==> src/rtl/alu4f_pkg.sv <==
package alu4f_pkg;

    localparam int unsigned DATA_W = 8;

    typedef enum logic [1:0] {
        FN_AND = 2'b00,
        FN_ADD = 2'b01,
        FN_OR  = 2'b10,
        FN_SUB = 2'b11
    } alu_fn_e;

    typedef struct packed {
        logic sum;
        logic cy;
    } fa_res_t;

    // one-bit full adder equation
    function automatic fa_res_t fa_eval(input logic x, input logic y, input logic ci);
        fa_res_t r;
        r.sum = x ^ y ^ ci;
        r.cy  = (x & y) | (ci & (x ^ y));
        return r;
    endfunction

endpackage

==> src/rtl/alu4f_bit_fa.sv <==
module alu4f_bit_fa
    import alu4f_pkg::*;
(
    input  logic x_i,
    input  logic y_i,
    input  logic c_i,
    output logic s_o,
    output logic c_o
);
    fa_res_t r;

    always_comb begin
        r   = fa_eval(x_i, y_i, c_i);
        s_o = r.sum;
        c_o = r.cy;
    end
endmodule

==> src/rtl/alu4f_ripple.sv <==
module alu4f_ripple #(
    parameter int unsigned W = 8
) (
    input  logic [W-1:0] x_i,
    input  logic [W-1:0] y_i,
    input  logic         cin_i,
    output logic [W-1:0] sum_o,
    output logic         cout_o,
    output logic         cmsb_o
);
    localparam int unsigned TOP = W - 1;

    logic [W:0] chain;

    assign chain[0] = cin_i;

    generate
        for (genvar k = 0; k < W; k++) begin : g_stage
            alu4f_bit_fa u_fa (
                .x_i (x_i[k]),
                .y_i (y_i[k]),
                .c_i (chain[k]),
                .s_o (sum_o[k]),
                .c_o (chain[k+1])
            );
        end
    endgenerate

    assign cout_o = chain[W];
    assign cmsb_o = chain[TOP];
endmodule

==> src/rtl/alu4f_sel2.sv <==
module alu4f_sel2 #(
    parameter int unsigned W = 8
) (
    input  logic [W-1:0] d0_i,
    input  logic [W-1:0] d1_i,
    input  logic         s_i,
    output logic [W-1:0] y_o
);
    assign y_o = s_i ? d1_i : d0_i;
endmodule

==> src/rtl/alu4f_core.sv <==
module alu4f_core
    import alu4f_pkg::*;
(
    input  logic [7:0] opnd_a,
    input  logic [7:0] opnd_b,
    input  logic [1:0] func_sel,
    output logic [7:0] result,
    output logic       carry_out,
    output logic       ovf_flag
);
    localparam int unsigned W = DATA_W;

    logic          arith_sel;
    logic          inv_sel;
    logic [W-1:0]  b_cond;
    logic [W-1:0]  add_sum;
    logic          add_cout;
    logic          add_cmsb;
    logic [W-1:0]  and_gated;
    logic [W-1:0]  or_gated;
    logic [W-1:0]  lvl_lo;
    logic [W-1:0]  lvl_hi;

    assign arith_sel = func_sel[0];
    assign inv_sel   = func_sel[1];

    // switched inverter on B feeds the adder only
    assign b_cond = opnd_b ^ {W{inv_sel}};

    alu4f_ripple #(.W(W)) u_add (
        .x_i    (opnd_a),
        .y_i    (b_cond),
        .cin_i  (inv_sel),
        .sum_o  (add_sum),
        .cout_o (add_cout),
        .cmsb_o (add_cmsb)
    );

    // logic results masked by the function decode
    assign and_gated = (opnd_a & opnd_b) & {W{~arith_sel & ~inv_sel}};
    assign or_gated  = (opnd_a | opnd_b) & {W{~arith_sel &  inv_sel}};

    // three two-way selectors: func_sel[0] inside each pair, func_sel[1] across
    alu4f_sel2 #(.W(W)) u_sel_lo (
        .d0_i (and_gated), .d1_i (add_sum), .s_i (arith_sel), .y_o (lvl_lo)
    );
    alu4f_sel2 #(.W(W)) u_sel_hi (
        .d0_i (or_gated),  .d1_i (add_sum), .s_i (arith_sel), .y_o (lvl_hi)
    );
    alu4f_sel2 #(.W(W)) u_sel_out (
        .d0_i (lvl_lo),    .d1_i (lvl_hi),  .s_i (inv_sel),   .y_o (result)
    );

    assign carry_out = add_cout;
    assign ovf_flag  = arith_sel & (add_cmsb ^ add_cout);

    // checks on the settled outputs
    always_comb begin
        if (func_sel == FN_AND) begin
            p_and_result_r1: assert (result == (opnd_a & opnd_b))
                else $error("R1 AND result mismatch");
        end
        if (func_sel == FN_OR) begin
            p_or_result_r2: assert (result == (opnd_a | opnd_b))
                else $error("R2 OR result mismatch");
        end
        if (func_sel == FN_ADD) begin
            p_add_sum_r3: assert ({carry_out, result} == ({1'b0, opnd_a} + {1'b0, opnd_b}))
                else $error("R3 add mismatch");
            p_add_ovf_r5: assert (ovf_flag == ((opnd_a[7] == opnd_b[7]) && (result[7] != opnd_a[7])))
                else $error("R5 add overflow mismatch");
        end
        if (func_sel == FN_SUB) begin
            p_sub_borrow_r4: assert (carry_out == (opnd_a >= opnd_b))
                else $error("R4 borrow sense mismatch");
            p_sub_ovf_r5: assert (ovf_flag == ((opnd_a[7] != opnd_b[7]) && (result[7] != opnd_a[7])))
                else $error("R5 sub overflow mismatch");
        end
        if (!func_sel[0]) begin
            p_no_overflow_r6: assert (!ovf_flag)
                else $error("R6 overflow during logic op");
        end
    end
endmodule

==> config.mk <==
export PLATFORM = sky130hd
export DESIGN_NAME = alu4f_core
export DESIGN_NICKNAME = d
export VERILOG_FILES = /design/src/rtl/alu4f_pkg.sv /design/src/rtl/alu4f_bit_fa.sv /design/src/rtl/alu4f_ripple.sv /design/src/rtl/alu4f_sel2.sv /design/src/rtl/alu4f_core.sv
export SDC_FILE = /design/constraint.sdc
export NUM_CORES = 1
export LEC_CHECK = 0
export CORE_AREA = 2 2 39 41
export DETAILED_ROUTE_END_ITERATION = 8
export DIE_AREA = 0 0 41 43
export DONT_BUFFER_PORTS = 1
export SLEW_MARGIN = 5
export SYNTH_ARGS = -nofsm -noshare
export SYNTH_HDL_FRONTEND = slang
export SYNTH_SLANG_ARGS = --single-unit
==> constraint.sdc <==
create_clock -name vclk -period 4.35
set_input_delay 0.6525 -clock vclk [all_inputs]
set_output_delay 0.6525 -clock vclk [all_outputs]
set_load 0.02 [all_outputs]
; Word level (Yosys, flattened, before mapping)
; Index checks and enable logic that the tools add are counted.
[word_totals]
reg_bits = 0
input_bits = 18
out_inout_bits = 10
word_cells = 54
[classes]
muxes = 3
bitwise_logic = 51
[ops]
columns = operator, count
row1 = $and 8x8->8, 3
row2 = $mux 8, 3
row3 = $and 1x1->1, 19
row4 = $xor 1x1->1, 17
row5 = $or 1x1->1, 8
row6 = $or 8x8->8, 1
row7 = $xor 8x8->8, 1
row8 = $not 1->1, 2

; Longest topological paths before layout
[logic_depth]
word_depth = 20
depth_mapped = 14
mapped_depth_nobuf = 13

; Hierarchy
; A second synthesis with hierarchy kept.
[hier_totals]
cells_unflattened = 73
hier_area_um2 = 865.8
[by_module_without_submodules]
columns = module, n_inst, cells_per_inst, area_per_inst_um2, seq_area_each_um2
row1 = alu4f_sel2, 3, 9, 131.4, 0.0
row2 = alu4f_core, 1, 38, 311.5, 0.0
row3 = alu4f_bit_fa, 8, 1, 20.0, 0.0

; Worst setup path before layout
; OpenSTA, ideal clock, no wires.
[synth_timing]
path_type = input to output
start = input port func_sel[1]
end = output port ovf_flag
t_arrival_ns = 3.849
setup_slack_ns = -0.152
cell_stages = 14
n_path_buf = 1
cell_sequence = buf_6 xnor2_1 fa_1 fa_1 fa_1 fa_1 inv_1 fa_1 inv_1 fa_1 inv_1 fa_1 xor2_1 nor2_1
[synth_between]
elab_chain_len = 20
word_cells_on_any_way = 35
cone_classes = 35 x bitwise
[synth_lines]
columns = element, line_no
row1 = start: declaration, alu4f_core.sv:6  ; input logic [1:0] func_sel,
row2 = $xor 8x8->8, alu4f_core.sv:28  ; assign b_cond = opnd_b ^ {W{inv_sel}};
row3 = $xor 1x1->1, alu4f_pkg.sv:21  ; r.cy = (x & y) | (ci & (x ^ y));
row4 = $and 1x1->1, alu4f_pkg.sv:21
row5 = $or 1x1->1, alu4f_pkg.sv:21
row6 = $and 1x1->1, alu4f_pkg.sv:21
row7 = $or 1x1->1, alu4f_pkg.sv:21
row8 = $and 1x1->1, alu4f_pkg.sv:21
row9 = $or 1x1->1, alu4f_pkg.sv:21
row10 = [5 not listed], -
row11 = $or 1x1->1, alu4f_pkg.sv:21
row12 = $and 1x1->1, alu4f_pkg.sv:21
row13 = $or 1x1->1, alu4f_pkg.sv:21
row14 = $and 1x1->1, alu4f_pkg.sv:21
row15 = $or 1x1->1 *, alu4f_pkg.sv:21
row16 = named net carry_out, alu4f_core.sv:8  ; output logic carry_out,
row17 = $xor 1x1->1 *, alu4f_core.sv:55  ; assign ovf_flag = arith_sel & (add_cmsb ^ add_cout);
row18 = $and 1x1->1 *, alu4f_core.sv:55
row19 = end: declaration, alu4f_core.sv:9  ; output logic ovf_flag
; The timed path passes the listed nets; every way through them passes the cells marked *.

; Final worst setup path
[layout_timing]
start = input port func_sel[1]
end = output port result[7]
[layout_between]
elab_chain_len = 19
word_cells_on_any_way = 39
cone_classes = 3 x mux / 36 x bitwise
[layout_lines]
columns = element, line_no
row1 = $xor 8x8->8, alu4f_core.sv:28
row2 = $xor 1x1->1, alu4f_pkg.sv:21
row3 = $and 1x1->1, alu4f_pkg.sv:21
row4 = $or 1x1->1, alu4f_pkg.sv:21
row5 = $and 1x1->1, alu4f_pkg.sv:21
row6 = $or 1x1->1, alu4f_pkg.sv:21
row7 = $and 1x1->1, alu4f_pkg.sv:21
row8 = $or 1x1->1, alu4f_pkg.sv:21
row9 = [3 not listed], -
row10 = $or 1x1->1, alu4f_pkg.sv:21
row11 = $and 1x1->1, alu4f_pkg.sv:21
row12 = $or 1x1->1, alu4f_pkg.sv:21
row13 = $and 1x1->1, alu4f_pkg.sv:21
row14 = $or 1x1->1, alu4f_pkg.sv:21
row15 = $xor 1x1->1, alu4f_pkg.sv:20  ; r.sum = x ^ y ^ ci;
row16 = $mux 8, alu4f_sel2.sv:9  ; assign y_o = s_i ? d1_i : d0_i;
row17 = $mux 8 *, alu4f_sel2.sv:9
row18 = end: declaration, alu4f_core.sv:7  ; output logic [7:0] result,
; Every way passes the cells marked *; elsewhere a longest branch is shown, timed or not.

==> results.txt <==
The flow ran to the end, and the final reports show no timing, DRC or antenna violations. For this block, the routed nets add up to 844 µm of wire. Internal power comes to 32.0 µW.

For this design the ratio of total power to cell area is 172 mW/mm². The half-perimeter wire length of the detailed placement result is 716 µm. The first routing iteration left 0 violations.

From synthesis to final layout, the design area changed by 4.68%. The setup violation total in the final timing report came out at 0. Setup repair after global routing left no endpoint under its margin.

The max-slew violation total from the final report came out at 0. The largest driver fanout on the critical path is 23. The number of warnings printed during yosys synthesis is 0. The sequential share of the synthesized area came out at 0. The die height is 43 µm.

The final clock period utilization by the worst path came out at 0.969. In this run the post-CTS setup repair buffer count came out at 0. The row count came out at 14. The area of the die is 0.00176 mm². Along the worst hold path, the cell count comes to 1. The all-layer global routing usage is 0.102.

The detail-routed via count per cell came out at 5.14. fa_1 takes more of the synthesized area than any other cell. The number of global-route vias before repair came out at 330. The final number of hold-violating endpoints was 0. The tool flagged a number of max-cap violations equal to 0.

The number of antenna violations at the first check in global routing came out at 0. In the final routed layout, each cell accounts on average for 12.1 µm. The portion of synthesized area spent on multiplexers is 0.0220. The count of unresolved DRC violations after routing came out at 0. The number of placed I/O pins came out at 28. Yosys attributes the largest share of cell area to fa_1 31%, xnor2_1 9.6%, o21bai_1 8.3%. The compound-cell area share of the yosys netlist came out at 0.300. Of the total synthesized cell area, the portion taken by full adders, half adders and majority gates is 0.309. In the post-synthesis netlist, the cell with the most instances is inv_1.

At the end of routability-driven placement, the weighted congestion stood at 0.616. The worst slew margin relative to its limit is 0.574. The length of the first detailed-routing pass in iterations came out at 1. The capturing element type of the critical path is an output port. By startpoint and endpoint, the worst setup path is classified as in2out. The maximum achievable frequency is 237 MHz. The setup total negative slack is 0 ns.

The final antenna diode count came out at 0. The clock network power share came out at 0. Entering global routing, the biggest net connects 24 pins. The worst hold slack came out at 1.39 ns. Summed over all cells, the static leakage comes to 0.000190 µW. Port buffering added 0 buffers. The pin slew with the least headroom to its limit is 0.633 ns.

The first global-routing pass estimated 1320 µm of wire. The startpoint type of the worst setup path is a primary input. The simple-gate portion of the synthesized area came out at 0.0744.

The fraction of post-synthesis cell area in the top cell type by area came out at 0.309. After synthesis, the netlist uses 16 different library cells. The number of nets in the finished design came out at 81. The effective utilization at floorplan came out at 0.328. The path with the worst hold slack has its endpoint at result[7].

Data arrives at the worst endpoint at 3.56 ns. Synthesis produced a netlist whose cell count is 56. After synthesis, the largest family of logic cells by area is adder cells. The placeable core region came out at 0.00138 mm². In the final layout, the share of cells above drive strength 1 is 0.167.

The share of total power dissipated in combinational logic is 1.000. The average cell area after synthesis is 8.11 µm². The number of flip-flops and latches is 0. The share of total power dissipated in sequential elements is 0. The area share of xor/xnor cells in the synthesized design came out at 0.154. Summed over all nets, the switching power comes to 49.5 µW. The storage element area came out at 0 µm². The required arrival time at the worst endpoint is 3.70 ns. The switching power as a share of total power came out at 0.607.

The worst vdd rail ir drop came out at 0.0786 mV. The count of nets left with antenna violations once routing finished came out at 0. The final period demand of the worst path is 4.21 ns.

After global routing the overflow that remains totals 0. The startpoint identified for the worst hold timing path is func_sel[0]. The clock buffer count in the final layout is 0. The width of the chip is 41 µm. Counting instances in the post-synthesis netlist gives the leading cell types as 9 x inv_1, 7 x a21oi_1, 7 x fa_1. The mapped netlist covers 454 µm².

When the netlist entered floorplanning its net count stood at 81. The overall via count from detail_route is 360. The path class of the tightest hold or removal check is in2out.
[cells by family (layout without fill, tap and decap cells)]
group | Yosys count | in the layout
fa+ha+maj | 7 | 7
compound gates | 20 | 20
simple gates | 8 | 8
mux | 1 | 1
xor+xnor | 8 | 8
buf+inv | 12 | 10
[critical path, stage by stage]
cell     delay (ns)
xnor2_1        0.12
fa_1           0.42
fa_2           0.35
fa_2           0.34
fa_1           0.35
inv_1          0.07
fa_1           0.15
inv_1          0.05
fa_2           0.34
inv_1          0.08
fa_2           0.43
nand2_2        0.09
o31ai_4        0.10
[worst max-delay path by stage]
stage           startpoint   endpoint  slack (ns)
2_1_floorplan  func_sel[1]  result[7]        0.01
3_3_place_gp   func_sel[1]  result[7]        0.05
3_5_place_dp   func_sel[1]  result[7]        0.04
4_1_cts        func_sel[1]  result[7]        0.04
5_1_grt        func_sel[1]  result[7]       0.007
6_report       func_sel[1]  result[7]        0.14
[power by group through the flow]
stage	clock network (µW)	registers, µW	logic (µW)
after global placement	0	0	81.4
after detailed placement	0	0	83.3
after floorplan	0	0	79.4
final	0	0	81.6
after CTS	0	0	83.4
after global routing	0	0	92.5
[routing by layer]
layer | global-route usage | share of wire | vias to the layer above
li1 | - | - | 183
met1 | 0.156 | 0.45 | 161
met2 | 0.166 | 0.49 | 16
met3 | 0 | 0.068 | 0
met4 | 0 | 0 | 0
met5 | 0 | 0 | -
[metrics by stage]
stage,std cells,area [µm²],utilization,total power [µW],worst slack (ns)
3_3_place_gp,70,473,0.342,81.4,0.0531
4_1_cts,70,473,0.342,83.4,0.0404
5_1_grt,70,475,0.344,92.5,0.00689
6_report,70,475,0.344,81.6,0.135
3_5_place_dp,70,473,0.342,83.3,0.0418
2_1_floorplan,56,475,-,79.4,0.0128
[final cells by class]
type | count | area, µm²
Fill cell | 152 | 908
Inverter | 9 | 33.8
Multi-Input combinational cell | 44 | 414
Tap cell | 16 | 20.0
Timing Repair Buffer | 1 | 7.51
[layout by cell type (no fill, tap or decap)]
cell type | synthesis | routed
inv_1 | 9 | 9
a21oi_1 | 7 | 7
o21bai_1 | 5 | 5
o22ai_1 | 5 | 5
xnor2_1 | 5 | 5
fa_2 | 0 | 4
xor2_1 | 3 | 3
nor2_1 | 4 | 3
fa_1 | 7 | 3
nand2_1 | 2 | 1
o31ai_2 | 2 | 1
a211oi_1 | 1 | 1
and3_1 | 1 | 1
nor3_1 | 1 | 1
mux2i_1 | 1 | 1
nor2_2 | 0 | 1
nand2_2 | 0 | 1
o31ai_4 | 0 | 1
buf_4 | 1 | 1
[timing repair]
action                                  4_1_cts  5_1_grt
gates resized for setup                       0        1
hold buffers                                  0        0
endpoints found under the setup margin        0        1
endpoints found under the hold margin         0        0
No activity file was read; power rests on OpenSTA's default activity.
